===== src/rtl/clkctl_pkg.sv =====
package clkctl_pkg;
    localparam int REG_COUNT   = 28;
    localparam int IDX_W       = $clog2(REG_COUNT);
    localparam int WORD_W      = 32;
    localparam int XTAL_HZ     = 24_000_000;
    localparam int SLOW_HZ     = 32_768;
    localparam int IDX_CLKCTL  = 2;
    localparam int BYPASS_BIT  = 22;
    localparam int QSRC_BIT    = 14;
    localparam int CDIV_LSB    = 30;
    localparam int BDIV_LSB    = 28;
    localparam int DIV_W       = 2;
    localparam logic [1:0] SIZE_WORD = 2'b10;

    localparam logic [2:0] SEL_NONE      = 3'd0;
    localparam logic [2:0] SEL_PERIPH    = 3'd1;
    localparam logic [2:0] SEL_PERIPH_HI = 3'd2;
    localparam logic [2:0] SEL_SLOW      = 3'd3;

    typedef struct packed {
        logic              valid;
        logic              err;
        logic [WORD_W-1:0] rdata;
    } rsp_t;

    function automatic logic [WORD_W-1:0] reset_word(input int idx);
        case (idx)
            0:           return 32'h800B_2C01;
            1:           return 32'h8404_2800;
            2:           return 32'hD003_0000;
            3:           return 32'h028A_0100;
            4:           return 32'h0400_8100;
            5:           return 32'h0000_0438;
            6, 7, 8, 9:  return 32'h0101_0101;
            22:          return 32'h00A0_0000;
            23, 24:      return 32'h0000_A030;
            25:          return 32'h4300_0000;
            default:     return '0;
        endcase
    endfunction
endpackage


===== src/rtl/clkctl_bus_decode.sv =====
module clkctl_bus_decode
    import clkctl_pkg::*;
#(
    parameter int ADDR_W = 12
) (
    input  logic              req_valid,
    input  logic              req_write,
    input  logic [ADDR_W-1:0] req_addr,
    input  logic [1:0]        req_size,
    output logic              legal,
    output logic              rd_en,
    output logic              wr_en,
    output logic [IDX_W-1:0]  idx
);
    localparam int WINDOW_BYTES = REG_COUNT * 4;

    logic in_window;
    logic aligned;
    logic [ADDR_W-3:0] word_addr;

    always_comb begin
        word_addr = req_addr[ADDR_W-1:2];
        in_window = (32'(req_addr) < WINDOW_BYTES);
        aligned   = (req_addr[1:0] == 2'b00);
        legal     = in_window && aligned && (req_size == SIZE_WORD);
        rd_en     = req_valid && !req_write && legal;
        wr_en     = req_valid &&  req_write && legal;
        idx       = IDX_W'(word_addr);
    end
endmodule


===== src/rtl/clkctl_reg_file.sv =====
module clkctl_reg_file
    import clkctl_pkg::*;
(
    input  logic                              clk,
    input  logic                              rst_n,
    input  logic                              wr_en,
    input  logic [IDX_W-1:0]                  wr_idx,
    input  logic [WORD_W-1:0]                 wr_data,
    output logic [REG_COUNT-1:0][WORD_W-1:0]  regs_q
);
    logic [REG_COUNT-1:0][WORD_W-1:0] regs_d;

    always_comb begin
        regs_d = regs_q;
        for (int i = 0; i < REG_COUNT; i++) begin
            if (wr_en && (wr_idx == IDX_W'(i))) begin
                regs_d[i] = wr_data;
            end
        end
    end

    always_ff @(posedge clk or negedge rst_n) begin
        if (!rst_n) begin
            for (int i = 0; i < REG_COUNT; i++) begin
                regs_q[i] <= reset_word(i);
            end
        end else begin
            regs_q <= regs_d;
        end
    end

    // no register moves without a legal write
    a_r3_no_write_no_change: assert property (@(posedge clk) disable iff (!rst_n)
        !wr_en |=> $stable(regs_q));
endmodule


===== src/rtl/clkctl_freq_calc.sv =====
module clkctl_freq_calc
    import clkctl_pkg::*;
(
    input  logic              clk,
    input  logic              rst_n,
    input  logic              bypass,
    input  logic              quarter_src,
    input  logic [DIV_W-1:0]  core_div,
    input  logic [DIV_W-1:0]  bus_div,
    input  logic [WORD_W-1:0] pll_hz,
    input  logic [2:0]        clk_sel,
    output logic [WORD_W-1:0] core_hz,
    output logic [WORD_W-1:0] bus_hz,
    output logic [WORD_W-1:0] periph_hz,
    output logic [WORD_W-1:0] sel_hz,
    output logic              sel_err
);
    localparam int WIDE_W = WORD_W + 2;

    logic [WIDE_W-1:0] src_w;
    logic [WIDE_W-1:0] scaled_w;
    logic [WIDE_W-1:0] core_w;

    always_comb begin
        src_w     = bypass ? WIDE_W'(XTAL_HZ) : WIDE_W'(pll_hz);
        scaled_w  = quarter_src ? ((src_w * WIDE_W'(3)) >> 2) : src_w;
        core_w    = scaled_w / (WIDE_W'(core_div) + WIDE_W'(1));
        core_hz   = WORD_W'(core_w);
        bus_hz    = core_hz / (WORD_W'(bus_div) + WORD_W'(1));
        periph_hz = bus_hz >> 1;
        sel_err   = 1'b0;
        case (clk_sel)
            SEL_NONE:                  sel_hz = '0;
            SEL_PERIPH, SEL_PERIPH_HI: sel_hz = periph_hz;
            SEL_SLOW:                  sel_hz = WORD_W'(SLOW_HZ);
            default: begin
                sel_hz  = '0;
                sel_err = 1'b1;
            end
        endcase
    end

    a_r8_bus_not_above_core: assert property (@(posedge clk) disable iff (!rst_n)
        (bus_hz <= core_hz) && (periph_hz <= bus_hz));
    a_r9_slow_fixed: assert property (@(posedge clk) disable iff (!rst_n)
        (clk_sel == SEL_SLOW) |-> (sel_hz == 32'd32768) && !sel_err);
    a_r9_unsupported: assert property (@(posedge clk) disable iff (!rst_n)
        clk_sel[2] |-> sel_err && (sel_hz == '0));
endmodule


===== src/rtl/clkctl_regbank.sv =====
module clkctl_regbank
    import clkctl_pkg::*;
#(
    parameter int ADDR_W = 12
) (
    input  logic              clk,
    input  logic              rst_n,
    input  logic              req_valid,
    input  logic              req_write,
    input  logic [ADDR_W-1:0] req_addr,
    input  logic [1:0]        req_size,
    input  logic [31:0]       req_wdata,
    output logic              rsp_valid,
    output logic              rsp_err,
    output logic [31:0]       rsp_rdata,
    input  logic [31:0]       pll_hz,
    input  logic [2:0]        clk_sel,
    output logic [31:0]       core_hz,
    output logic [31:0]       bus_hz,
    output logic [31:0]       periph_hz,
    output logic [31:0]       sel_hz,
    output logic              sel_err
);
    logic                              legal;
    logic                              rd_en;
    logic                              wr_en;
    logic [IDX_W-1:0]                  idx;
    logic [REG_COUNT-1:0][WORD_W-1:0]  regs;
    logic [WORD_W-1:0]                 ctl_word;
    logic [WORD_W-1:0]                 rd_word;
    rsp_t                              rsp_d;
    rsp_t                              rsp_q;

    clkctl_bus_decode #(.ADDR_W(ADDR_W)) u_decode (
        .req_valid (req_valid),
        .req_write (req_write),
        .req_addr  (req_addr),
        .req_size  (req_size),
        .legal     (legal),
        .rd_en     (rd_en),
        .wr_en     (wr_en),
        .idx       (idx)
    );

    clkctl_reg_file u_regs (
        .clk     (clk),
        .rst_n   (rst_n),
        .wr_en   (wr_en),
        .wr_idx  (idx),
        .wr_data (req_wdata),
        .regs_q  (regs)
    );

    always_comb begin
        rd_word = '0;
        for (int i = 0; i < REG_COUNT; i++) begin
            if (idx == IDX_W'(i)) begin
                rd_word = regs[i];
            end
        end
        rsp_d.valid = req_valid;
        rsp_d.err   = req_valid && !legal;
        rsp_d.rdata = rd_en ? rd_word : '0;
    end

    always_ff @(posedge clk or negedge rst_n) begin
        if (!rst_n) begin
            rsp_q <= '0;
        end else begin
            rsp_q <= rsp_d;
        end
    end

    assign rsp_valid = rsp_q.valid;
    assign rsp_err   = rsp_q.err;
    assign rsp_rdata = rsp_q.rdata;
    assign ctl_word  = regs[IDX_CLKCTL];

    clkctl_freq_calc u_freq (
        .clk         (clk),
        .rst_n       (rst_n),
        .bypass      (ctl_word[BYPASS_BIT]),
        .quarter_src (ctl_word[QSRC_BIT]),
        .core_div    (ctl_word[CDIV_LSB +: DIV_W]),
        .bus_div     (ctl_word[BDIV_LSB +: DIV_W]),
        .pll_hz      (pll_hz),
        .clk_sel     (clk_sel),
        .core_hz     (core_hz),
        .bus_hz      (bus_hz),
        .periph_hz   (periph_hz),
        .sel_hz      (sel_hz),
        .sel_err     (sel_err)
    );

    a_r4_rsp_after_req: assert property (@(posedge clk) disable iff (!rst_n)
        req_valid |=> rsp_valid);
    a_r4_no_rsp_when_idle: assert property (@(posedge clk) disable iff (!rst_n)
        !req_valid |=> !rsp_valid);
    a_r2_refused_reads_zero: assert property (@(posedge clk) disable iff (!rst_n)
        (rsp_valid && rsp_err) |-> (rsp_rdata == '0));
    a_r3_bad_size_refused: assert property (@(posedge clk) disable iff (!rst_n)
        (req_valid && (req_size != 2'b10)) |=> rsp_err);
endmodule


===== config.mk =====
export PLATFORM = sky130hd
export DESIGN_NAME = clkctl_regbank
export DESIGN_NICKNAME = d
export VERILOG_FILES = /design/src/rtl/clkctl_pkg.sv /design/src/rtl/clkctl_bus_decode.sv /design/src/rtl/clkctl_reg_file.sv /design/src/rtl/clkctl_freq_calc.sv /design/src/rtl/clkctl_regbank.sv
export SDC_FILE = /design/constraint.sdc
export NUM_CORES = 2
export LEC_CHECK = 0
export BUFFER_PORTS_ARGS = -buffer_cell sky130_fd_sc_hd__buf_2
export CORE_MARGIN = 4
export CORE_UTILIZATION = 40
export DETAILED_ROUTE_END_ITERATION = 8
export GPL_TIMING_DRIVEN = 0
export SLEW_MARGIN = 40
export SYNTH_ARGS = -nofsm -noshare
export SYNTH_HDL_FRONTEND = slang
export SYNTH_SLANG_ARGS = --single-unit

===== constraint.sdc =====
create_clock -name clk -period 171.3 [get_ports clk]
set_clock_uncertainty 0.2 [all_clocks]
set_input_delay 17.13 -clock clk [delete_from_list [all_inputs] [get_ports clk]]
set_output_delay 17.13 -clock clk [all_outputs]
set_load 0.005 [all_outputs]

Word level (Yosys, flattened, before mapping)
Index checks and enable logic that the tools add are counted.

storage, ports and cells
  bits of input ports = 85
  flip-flop bits (word level) = 930

cells by class
  reduce and logical (&&, ||, !) cells = 42
  equal/unequal tests = 31
  magnitude comparators = 1
  add/sub/neg operators = 2
  divide/modulo/power cells = 2
  $mul = 1
  muxes and demuxes = 33

operator list
  cell                     count
  $mux W32                 30
  $pmux W31 S2             1
  $eq A5 B5 Y1 const B     12
  $eq A5 B4 Y1 const B     8
  $logic_and A1 B1 Y1      35
  $div A34 B34 Y34         1
  $mul A34 B2 Y34 const B  1
  $mux W34                 1
  $div A32 B32 Y32         1
  $eq A5 B3 Y1 const B     4
  $lt A12 B7 Y1 const B    1
  $eq A5 B2 Y1 const B     2
  $add A2 B1 Y3 const B    2
  $eq A3 B2 Y1 const B     2
  $eq A5 B1 Y1 const B     1
  $logic_not A5 Y1         1
  $reduce_or A4 Y1         1
  $eq A3 B1 Y1 const B     1
  $logic_not A3 Y1         1
  $eq A2 B2 Y1 const B     1
  $logic_not A1 Y1         2
  $logic_not A2 Y1         1
  $reduce_or A2 Y1         1
  $mux W1                  1

Depth between registers and ports, before layout
  word-level depth = 30
  mapped depth = 713
  depth with buffers taken out = 652

By module
A second synthesis with hierarchy kept.

unflattened totals
  cell total of the unflattened synthesis = 10158
  area total of the unflattened synthesis = 88346.0 µm²

by module, submodules not included
  module             times used  area an instance (µm²)  cells an instance  seq. area each (µm²)
  clkctl_freq_calc   1           45625.0                 6751               0.0
  clkctl_reg_file    1           33706.1                 2021               22495.3
  clkctl_regbank     1           8918.6                  1371               850.8
  clkctl_bus_decode  1           96.3                    15                 0.0

Worst setup path after synthesis
OpenSTA, ideal clock, no wires.

  kind = input to output
  from = in pll_hz[10]
  to = out bus_hz[0]
  required time = 153.970 ns
  path slack = 2.221 ns
  arrival time = 151.749 ns
  path buffers = 61
  cell stages on the path = 676
  cell sequence = buf_2 > or2_2 > ha_1 > o211a_1 > a2111oi_0 > o32a_1 > o31ai_2 > a21oi_1 > nor2_1 > ha_1 > o211ai_1 > nand2_1 > mux2i_1 > and2_1 > ha_1 > o211ai_1 > and3b_1 > a22o_2 > [... 640 more ...] > ha_1 > o21a_1 > o21ai_0 > nand2_1 > nor2_1 > and4bb_2 > inv_2 > nor2_1 > a21oi_1 > ha_1 > a21o_1 > a21oi_1 > o21ai_0 > a221oi_1 > nand4_1 > or4_1 > nor4b_1 > o2111ai_1

between the ends
  cells in the longest elaborated chain, start to end = 5

RTL lines
  element             RTL line                RTL
  start: declaration  clkctl_regbank.sv:16    input logic [31:0] pll_hz,
  $mux W32 *          clkctl_freq_calc.sv:25  src_w = bypass ? WIDE_W'(XTAL_HZ) : WIDE_W'(pll_hz);
  $mul A34 B2 Y34     clkctl_freq_calc.sv:26  scaled_w = quarter_src ? ((src_w * WIDE_W'(3)) >> 2) : src_w;
  $mux W34 *          clkctl_freq_calc.sv:26
  $div A34 B34 Y34 *  clkctl_freq_calc.sv:27  core_w = scaled_w / (WIDE_W'(core_div) + WIDE_W'(1));
  via core_hz[31]     clkctl_regbank.sv:18    output logic [31:0] core_hz,
  $div A32 B32 Y32 *  clkctl_freq_calc.sv:29  bus_hz = core_hz / (WORD_W'(bus_div) + WORD_W'(1));
  end: declaration    clkctl_regbank.sv:19    output logic [31:0] bus_hz,

The timed path passes the listed nets; every way through them passes the cells marked *.

Worst setup path in the final report
  from = in pll_hz[10]
  to = out bus_hz[0]

between the ends
  cells in the longest elaborated chain, start to end = 5

RTL lines
  element             RTL line
  $mux W32 *          clkctl_freq_calc.sv:25
  $mul A34 B2 Y34     clkctl_freq_calc.sv:26
  $mux W34 *          clkctl_freq_calc.sv:26
  $div A34 B34 Y34 *  clkctl_freq_calc.sv:27
  $div A32 B32 Y32 *  clkctl_freq_calc.sv:29

Mark *: on every way between the ends. The rest lies on a longest branch, timed or not.

==> flow_metrics.py <==
metrics = {
    "routing": {
        "wl_um": 335000,
        "dr_total_vias": 82600,
        "dr.pass1.iters": 8,
        "drt_iter0_drc": 8006,
        "post_drt_via_cell_ratio": 6.39,
        "detail-route-antenna-nets": 0,
        "drc": 0,
        "wl_per_cell_um": 25.9,
    },
    "sta": {
        "tightest_slew_ps": 980,
        "finalCritPeriodShare": 0.966,
        "setup_viol": 0,
        "slew_viol_final": 0,
        "fin_crit_ps": 165500,
        "hold_slack_ps": 301,
        "hold_violations": 0,
        "maxSlewHeadroom": 0.344,
        "fmax_mhz": 6.04,
    },
    "placement": {
        "port_buffers": 205,
        "dp.cells": 12400,
        "gp_congestion": 0.955,
        "dp_hpwl_um": 249000,
        "placed_area_um2": 89500,
    },
    "global_routing": {
        "grt_pass1_vias": 78900,
        "grt_use_total": 0.292,
        "grt_overflow": 0,
        "antenna_found_initial": 34,
        "grt_max_degree": 110,
        "grt_pass1_wl_um": 496000,
    },
    "clock_network": {
        "cts.clk_slew.worst_paths_ps": 60,
        "worstSkewPairLatency_ps": 690,
        "cts_num_sinks": 930,
        "cts_buffers": 92,
        "cts-root-buf": "clkbuf_16",
        "h-tree-depth": 3,
        "clockBufferDepth": 3,
        "cts_tree": "done",
    },
    "setup_path": {
        "path_buf_inv": 120,
        "start_kind": "primary input",
        "crit_type": "primary input to output pin",
        "critical_path.most_common_cell": "ha_1",
        "slowest_stage": "or3_4",
        "cpPeakStageDelay_ps": 700,
        "arrival_ps": 148170,
        "cp-end-kind": "output pin",
        "critPathMaxFanout": 11,
        "crit_required_ps": 153970,
        "cpLargestDelayFamily": "simple AND/OR/NAND/NOR gates",
    },
    "die": {
        "dieArea_um2": 218000,
        "start_util": 0.401,
        "fp.coreArea_um2": 209000,
        "num_rows": 168,
        "fp.dieW_um": 466,
        "die_h_um": 466,
        "ios": 248,
    },
    "logic_synthesis": {
        "synth_area_leaders": "dfrtp_1 (26%), mux2_2 (13%), xnor2_1 (3.4%)",
        "syn_inst": 9402,
        "syn_area_per_cell_um2": 8.94,
        "synth_most_common_cell": "mux2_2",
        "synth_top_area_share": 0.259,
        "synth_warnings": 0,
        "synth_top_cell_by_area": "dfrtp_1",
        "yosysSeqAreaShare": 0.278,
        "synth_common_cells": "mux2_2 (944), dfrtp_1 (871), nor2_1 (742)",
        "synth-main-ff-cell": "dfrtp_1",
        "async_flop_share": 1.00,
        "synth-edff-count": 0,
        "ys_ff_latch": 930,
        "yosysUniqueCellTypes": 202,
        "netlist_area_um2": 84100,
    },
    "layout": {
        "fillCellCount": 20300,
        "instances_no_fill": 12900,
        "drive_above_1_share": 0.290,
        "syn_to_final_growth_pct": 16.2,
        "final_area_um2": 97700,
        "fin_nets": 10300,
    },
    "flow_run": {
        "cap_viol_max_count": 0,
    },
    "worst_hold_path": {
        "hp-class": "flip-flop to flip-flop",
    },
    "outcome": {
        "status": "finished, final reports clean",
    },
}
-- layout make-up --
cell class                      count  area (µm²)  share of cell area
Multi-Input combinational cell   7713       59800               0.613
Inverter                          218         885             0.00906
Timing Repair Buffer              518        3770              0.0386
Tap cell                         2805        3510              0.0359
Sequential cell                   930       23400               0.239
Antenna cell                       21        52.6            0.000538
Clock inverter                     31         374             0.00383
Buffer                            539        3160              0.0324
Clock buffer                      140        2720              0.0279
-- state kept, by name, indices dropped and copies added (netlist names) --
| signal | cells |
|---|---|
| u_regs.regs_q | 896 |
| rsp_rdata | 32 |
| rsp_err | 1 |
| rsp_valid | 1 |
-- path summary, 6_finish.rpt --
| check | startpoint | endpoint | slack [ps] | cells past startpoint |
|---|---|---|---|---|
| hold reg to reg | u_regs.regs_q[809] | u_regs.regs_q[809] | 300 | 1 |
| max in group asynchronous | rst_n | u_regs.regs_q[304] | 152940 | 4 |
| setup / recovery | pll_hz[10] | bus_hz[0] | 5800 | 688 |
| min in group asynchronous | rst_n | u_regs.regs_q[711] | 16210 | 1 |
| hold / removal | u_regs.regs_q[809] | u_regs.regs_q[809] | 300 | 1 |
| setup reg to reg | u_regs.regs_q[78] | rsp_rdata[14] | 166440 | 14 |
-- routing by layer --
layer  up-vias  share of wire  global-route usage  wire (µm)
li1      37200              -                   -          -
met1     41300           0.42               0.384     140000
met2      3447           0.46               0.474     153000
met3       662          0.073              0.0412      24400
met4         8          0.053               0.136      17900
met5         -        0.00018                   0         61
-- what timing repair did --
item	CTS	global route
setup buffers	162	128
resized for setup	375	282
endpoints found under the hold margin	0	0
pin swaps	99	137
hold buffers	0	0
endpoints found under the setup margin	40	16
-- layout by cell type, fill, tap and decap left out, drive strengths merged, types with 218 or more instances in the layout --
master | synthesis | routed
a21oi | 524 | 524
buf | 228 | 748
clkbuf | 314 | 448
dfrtp | 871 | 871
ha | 220 | 220
inv | 216 | 218
mux2 | 953 | 953
nand2 | 584 | 584
nand3 | 263 | 263
nor2 | 763 | 763
nor3 | 351 | 351
o21ai | 432 | 432
xnor2 | 336 | 336
-- through the flow --
| step | setup slack (ps) | TNS (ps) | util |
|---|---|---|---|
| floorplan | 2220 | 0 | - |
| global placement | -33700 | -668700 | 0.423 |
| detailed placement | -35310 | -724590 | 0.428 |
| CTS | 6.05 | 0 | 0.456 |
| global route | -810 | -810 | 0.466 |
| finish | 5800 | 0 | 0.466 |
-- logic make-up after synthesis --
kind of cell | synth area share
AO/OA/AOI/OAI | 0.241
multiplexers | 0.140
AND/OR/NAND/NOR | 0.211
buffers and inverters | 0.0430
flip-flops | 0.278
other | 0.0000446
XOR/XNOR | 0.0528
adder cells (fa/ha/maj) | 0.0342
Power is not shown: default switching activity piles up to over one toggle a cycle in this logic, so the estimate is an artifact.
